File: src/rtl/lpm_pkg.sv
`timescale 1ns/1ps
package lpm_pkg;
  typedef enum logic [2:0] {
    ST_RUN    = 3'd0,
    ST_IDLE   = 3'd1,
    ST_STBY   = 3'd2,
    ST_HALT   = 3'd3,
    ST_RESUME = 3'd4
  } lpm_state_e;

  localparam logic [1:0] MC_RUN  = 2'b00;
  localparam logic [1:0] MC_IDLE = 2'b01;
  localparam logic [1:0] MC_STBY = 2'b10;
  localparam logic [1:0] MC_HALT = 2'b11;

  localparam int CAUSE_W = 3;
  localparam logic [CAUSE_W-1:0] WK_NONE   = 3'd0;
  localparam logic [CAUSE_W-1:0] WK_PERIPH = 3'd1;
  localparam logic [CAUSE_W-1:0] WK_WDOG   = 3'd2;
  localparam logic [CAUSE_W-1:0] WK_EXT    = 3'd3;
  localparam logic [CAUSE_W-1:0] WK_GPIO   = 3'd4;
endpackage

File: src/rtl/lpm_wake_sel.sv
`timescale 1ns/1ps
module lpm_wake_sel
  import lpm_pkg::*;
#(
  parameter int NPER = 4
) (
  input  lpm_state_e           state,
  input  logic [NPER-1:0]      irq,
  input  logic [NPER-1:0]      run_en,
  input  logic                 wdog_wake,
  input  logic                 ext_irq,
  input  logic                 gpio_wake,
  output logic                 hit,
  output logic [CAUSE_W-1:0]   code
);
  logic periph_hit;
  assign periph_hit = |(irq & run_en);

  always_comb begin
    hit  = 1'b0;
    code = WK_NONE;
    case (state)
      ST_IDLE: begin
        if (periph_hit) begin
          hit  = 1'b1;
          code = WK_PERIPH;
        end else if (wdog_wake) begin
          hit  = 1'b1;
          code = WK_WDOG;
        end
      end
      ST_STBY: begin
        if (ext_irq) begin
          hit  = 1'b1;
          code = WK_EXT;
        end
      end
      ST_HALT: begin
        if (gpio_wake) begin
          hit  = 1'b1;
          code = WK_GPIO;
        end else if (wdog_wake) begin
          hit  = 1'b1;
          code = WK_WDOG;
        end
      end
      default: ;
    endcase
  end
endmodule

File: src/rtl/lpm_gate_map.sv
`timescale 1ns/1ps
module lpm_gate_map
  import lpm_pkg::*;
#(
  parameter int NPER = 4,
  parameter int NOSC = 2
) (
  input  lpm_state_e      state,
  input  logic [NPER-1:0] run_en,
  input  logic [NOSC-1:0] keep,
  output logic            cpu_en,
  output logic [NPER-1:0] per_en,
  output logic            pll_en,
  output logic [NOSC-1:0] osc_en,
  output logic            xtal_en,
  output logic [1:0]      mode_code
);
  logic in_run, in_idle, in_halt;
  assign in_run  = (state == ST_RUN);
  assign in_idle = (state == ST_IDLE);
  assign in_halt = (state == ST_HALT);

  assign cpu_en  = in_run;
  assign pll_en  = !in_halt;
  assign xtal_en = !in_halt;

  for (genvar g = 0; g < NPER; g++) begin : g_per
    assign per_en[g] = in_run || (in_idle && run_en[g]);
  end

  for (genvar g = 0; g < NOSC; g++) begin : g_osc
    assign osc_en[g] = !in_halt || keep[g];
  end

  always_comb begin
    case (state)
      ST_IDLE:   mode_code = MC_IDLE;
      ST_STBY:   mode_code = MC_STBY;
      ST_HALT,
      ST_RESUME: mode_code = MC_HALT;
      default:   mode_code = MC_RUN;
    endcase
  end
endmodule

File: src/rtl/lpm_clkctl.sv
`timescale 1ns/1ps
module lpm_clkctl
  import lpm_pkg::*;
#(
  parameter int NPER = 4,
  parameter int NOSC = 2,
  parameter int SRCW = 2
) (
  input  logic                clk,
  input  logic                rst_n,
  input  logic                req_valid,
  input  logic [1:0]          req_mode,
  input  logic [NPER-1:0]     periph_run_en,
  input  logic [NOSC-1:0]     osc_keep,
  input  logic [SRCW-1:0]     cpu_src,
  input  logic [SRCW-1:0]     wd_src,
  input  logic [NPER-1:0]     irq,
  input  logic                wdog_wake,
  input  logic                ext_irq,
  input  logic                gpio_wake,
  input  logic                osc_ready,
  output logic                cpu_clk_en,
  output logic [NPER-1:0]     periph_clk_en,
  output logic                pll_en,
  output logic [NOSC-1:0]     intosc_en,
  output logic                xtal_en,
  output logic [1:0]          mode_code,
  output logic [CAUSE_W-1:0]  wake_cause,
  output logic                entry_err
);
  lpm_state_e          state_q, state_d;
  logic                err_q, err_d;
  logic [CAUSE_W-1:0]  cause_q;
  logic [NOSC-1:0]     keep_q;
  logic                keep_ld;
  logic                wake_hit;
  logic [CAUSE_W-1:0]  wake_code;
  logic                src_match;

  assign src_match = (cpu_src == wd_src);

  lpm_wake_sel #(.NPER(NPER)) i_wake (
    .state     (state_q),
    .irq       (irq),
    .run_en    (periph_run_en),
    .wdog_wake (wdog_wake),
    .ext_irq   (ext_irq),
    .gpio_wake (gpio_wake),
    .hit       (wake_hit),
    .code      (wake_code)
  );

  always_comb begin
    state_d = state_q;
    err_d   = err_q;
    keep_ld = 1'b0;
    case (state_q)
      ST_RUN: begin
        if (req_valid) begin
          if (req_mode == MC_IDLE) begin
            state_d = ST_IDLE;
            err_d   = 1'b0;
          end else if (req_mode == MC_STBY || req_mode == MC_HALT) begin
            if (src_match) begin
              state_d = (req_mode == MC_HALT) ? ST_HALT : ST_STBY;
              err_d   = 1'b0;
              keep_ld = (req_mode == MC_HALT);
            end else begin
              err_d = 1'b1;
            end
          end
        end
      end
      ST_IDLE, ST_STBY: if (wake_hit) state_d = ST_RUN;
      ST_HALT:          if (wake_hit) state_d = ST_RESUME;
      ST_RESUME:        if (osc_ready) state_d = ST_RUN;
      default:          state_d = ST_RUN;
    endcase
  end

  always_ff @(posedge clk or negedge rst_n) begin
    if (!rst_n) begin
      state_q <= ST_RUN;
      err_q   <= 1'b0;
      cause_q <= WK_NONE;
      keep_q  <= '0;
    end else begin
      state_q <= state_d;
      err_q   <= err_d;
      if (wake_hit) cause_q <= wake_code;
      if (keep_ld)  keep_q  <= osc_keep;
    end
  end

  lpm_gate_map #(.NPER(NPER), .NOSC(NOSC)) i_map (
    .state     (state_q),
    .run_en    (periph_run_en),
    .keep      (keep_q),
    .cpu_en    (cpu_clk_en),
    .per_en    (periph_clk_en),
    .pll_en    (pll_en),
    .osc_en    (intosc_en),
    .xtal_en   (xtal_en),
    .mode_code (mode_code)
  );

  assign wake_cause = cause_q;
  assign entry_err  = err_q;
endmodule

File: config.mk
export PLATFORM = sky130hd
export DESIGN_NAME = lpm_clkctl
export DESIGN_NICKNAME = d
export VERILOG_FILES = /design/src/rtl/lpm_pkg.sv /design/src/rtl/lpm_wake_sel.sv /design/src/rtl/lpm_gate_map.sv /design/src/rtl/lpm_clkctl.sv
export SDC_FILE = /design/constraint.sdc
export NUM_CORES = 1
export LEC_CHECK = 0
export BUFFER_PORTS_ARGS = -buffer_cell sky130_fd_sc_hd__buf_2
export CAP_MARGIN = 5
export CORE_MARGIN = 2
export CORE_UTILIZATION = 37
export DETAILED_ROUTE_END_ITERATION = 6
export GPL_TIMING_DRIVEN = 0
export PLACE_DENSITY = 0.79
export SYNTH_ARGS = -nofsm -noshare
export SYNTH_HDL_FRONTEND = slang
export SYNTH_SLANG_ARGS = --single-unit
File: constraint.sdc
create_clock -name clk -period 1.3 [get_ports clk]
set_input_delay 0.325 -clock clk [delete_from_list [all_inputs] [get_ports clk]]
set_output_delay 0.325 -clock clk [all_outputs]
set_load 0.005 [all_outputs]
==> out/qor.csv <==
metric,value,unit
crit path DAT,1.35,ns
Ant. Diodes,0,
syn nets,93,
H-tree depth,1,
share of post-route cells with drive strength above 1,69.5,%
WL/cell,17.9,µm
placement-stage worst setup slack,-0.273,ns
period utilisation layout,129,%
P_leak,0.599,nW
failing checks,setup timing,
final setup vio count,20,
Post-Syn Instances,70,
Worst Setup Start Kind,flip-flop,
switching power,0.000360,W
final worst path period need,1.68,ns
Hold Path Class,input port to flip-flop,
number of antenna violations at the first check in global routing,0,
maxcap violations,0,
DRC Markers,0,
unrepaired setup endpoints after global routing,yes,
clock transition at the registers of the reported paths,0.06,ns
CP max FO,5,
min-delay src,osc_ready,
"Avg Cell Area, Syn",8.60,µm²
routability cong.,0.806,
Sequential Power Share,35.4,%
first-pass GRT wire length,3800,µm
Power Total,0.00109,W
Max VDD drop,0.855,mV
Rel. slew slack,83.3,%
number of vias per cell,5.69,
Slew @ Worst Pin,0.249,ns
pin count of the biggest net entering global routing,10,
pwr dens,938,mW/mm²
fmax,596,MHz
dpl hpwl,1230,µm
# rows,14,
chip width,44.3,µm
Reg-to-Reg Start,state_q[1],
share of total power in the clock network,19.5,%
Setup Skew,0.00556,ns
status,finished with violations,
Top Ports,38,
1st-iter DRT viols,41,
GRT Overall Usage,26.7,%
drt first pass iters,4,
Comb power frac,45.1,%
floorplan core area,0.00152,mm²
clock tree buffer depth,2,
CP required,0.98,ns
die area,0.00197,mm²
fin nets,155,
register area,229,µm²
IO buf count,37,
max-slew violations,0,
Num Clock Sinks,9,
Die H,44.3,µm
Hold Slack,0.255,ns
Final Hold Fails,0,
warnings from Yosys,0,
number of global-route vias before repair,881,
P_int,0.000731,W
Setup CP Type,flip-flop to output port,
P&R area growth vs syn,93.3,%
PnR worst setup slack,-0.377,ns
sw frac,33.0,%
Worst-Skew Late Latency,0.26,ns
filler cell count,109,
DRT Wirelength,2630,µm
mapped cell area,602,µm²
Vias,836,
grt ovf,0,
multi-input logic area,438,µm²
Root Buffer Master,clkbuf_4,
type of element capturing the critical path,output port,
Initial Util,39.5,%
CTS buffer count,3,
CTS tree,done,
antenna-violating nets left,0,
post-synthesis cell type count,27,
post-synthesis sequential area ratio,37.4,%
count of state elements after synthesis,9,
Critical Path Source,state_q[1],
==> state kept, by name, indices dropped and copies added, names as in the netlist <==
| signal | count |
|---|---|
| entry_err | 1 |
| wake_cause | 3 |
| state_q | 3 |
| keep_q | 2 |
==> routing by layer <==
| metal | vias to the layer above | GRT usage, % | wire length (µm) |
|---|---|---|---|
| li1 | 367 | - | - |
| met1 | 400 | 29.1 | 929 |
| met2 | 58 | 45.6 | 1360 |
| met3 | 11 | 9.39 | 238 |
| met4 | 0 | 13.3 | 99 |
| met5 | - | 0 | 0 |
==> area by class of cell <==
| type | instances | share of cell area, % |
|---|---|---|
| clock buffer | 4 | 2.26 |
| tap | 16 | 1.72 |
| inverter | 6 | 1.94 |
| multi-input combinational | 52 | 37.6 |
| timing repair buffer | 59 | 35.8 |
| sequential | 9 | 19.7 |
| buffer | 1 | 0.968 |
==> power groups by stage <==
stage / Combinational (W) / Clock [W] / Sequential (W)
global placement: 0.000288 / 0 / 0.000380
detailed placement: 0.000294 / 0 / 0.000383
global route: 0.000533 / 0.000234 / 0.000391
CTS: 0.000399 / 0.000221 / 0.000383
finish: 0.000493 / 0.000212 / 0.000386
floorplan: 0.000157 / 0 / 0.000381
==> logic make-up (layout without fill, tap and decap cells) <==
family | count (synthesis) | count (layout) | synth area share (%)
flops | 9 | 9 | 37.4
xor+xnor | 2 | 2 | 2.91
simple gates | 25 | 25 | 24.1
mux | 4 | 4 | 7.28
buf+inv | 9 | 70 | 6.44
compound gates | 21 | 21 | 21.8
==> per-stage QoR <==
| step | util [%] | area [µm²] | std cells | TNS [ns] |
|---|---|---|---|---|
| 2_1_floorplan | - | 604 | 70 | -0.160 |
| 3_3_place_gp | 53.1 | 810 | 123 | -1.70 |
| 3_5_place_dp | 53.1 | 810 | 123 | -1.99 |
| 4_1_cts | 70.0 | 1070 | 142 | -3.72 |
| 5_1_grt | 76.4 | 1160 | 147 | -5.94 |
| 6_report | 76.4 | 1160 | 147 | -5.07 |
==> path summary, 6_finish.rpt <==
kind / endpoint / slack, ns / cells after the start
max: periph_clk_en[1] / -0.38 / 4
min: state_q[2] / 0.26 / 2
max reg2reg: keep_q[1] / -0.34 / 5
min reg2reg: entry_err / 0.49 / 2
max in group asynchronous: state_q[1] / 0.65 / 2
min in group asynchronous: keep_q[1] / 0.44 / 2
==> cells in the mapped netlist, drive strengths merged <==
cell type / number / area share, %
a31oi: 2 / 2.1
nor2: 6 / 3.7
o22ai: 2 / 2.1
inv: 6 / 3.7
o21ai: 4 / 3.3
nand2: 9 / 5.6
a21o: 1 / 1.2
a32o: 1 / 1.7
xnor2: 2 / 2.9
and2b: 1 / 1.2
or2: 3 / 3.1
nor3b: 1 / 1.2
a21oi: 6 / 5.0
nor4b: 1 / 3.9
buf: 3 / 2.7
nand2b: 2 / 2.1
a22oi: 3 / 3.7
mux2: 3 / 5.6
nand4: 1 / 2.1
dfrtp: 9 / 37
o2bb2ai: 1 / 1.5
o31ai: 1 / 1.2
mux2i: 1 / 1.7
and2: 1 / 1.0
==> worst max-delay path, stage by stage (launching register included) <==
cell and delay [ns]:
dfrtp_2 0.43, buf_6 0.14, or2_4 0.26, a21oi_1 0.13
buf_2 0.13
==> layout by cell type, fill, tap and decap left out, types with 4 or more instances in the layout <==
cell type	instances
dfrtp_1	6
inv_1	5
buf_4	13
nand2_1	6
buf_2	33
nor2_1	4
buf_6	12
==> what timing repair did <==
item / 4_1_cts / 5_1_grt
endpoints found under the setup margin: 14 / 19
endpoints found under the hold margin: 9 / 0
pin swaps: 10 / 8
gates resized for setup: 30 / 11
hold buffers: 1 / 0
buffers inserted: 16 / 5
(Power assumes the default switching activity.)
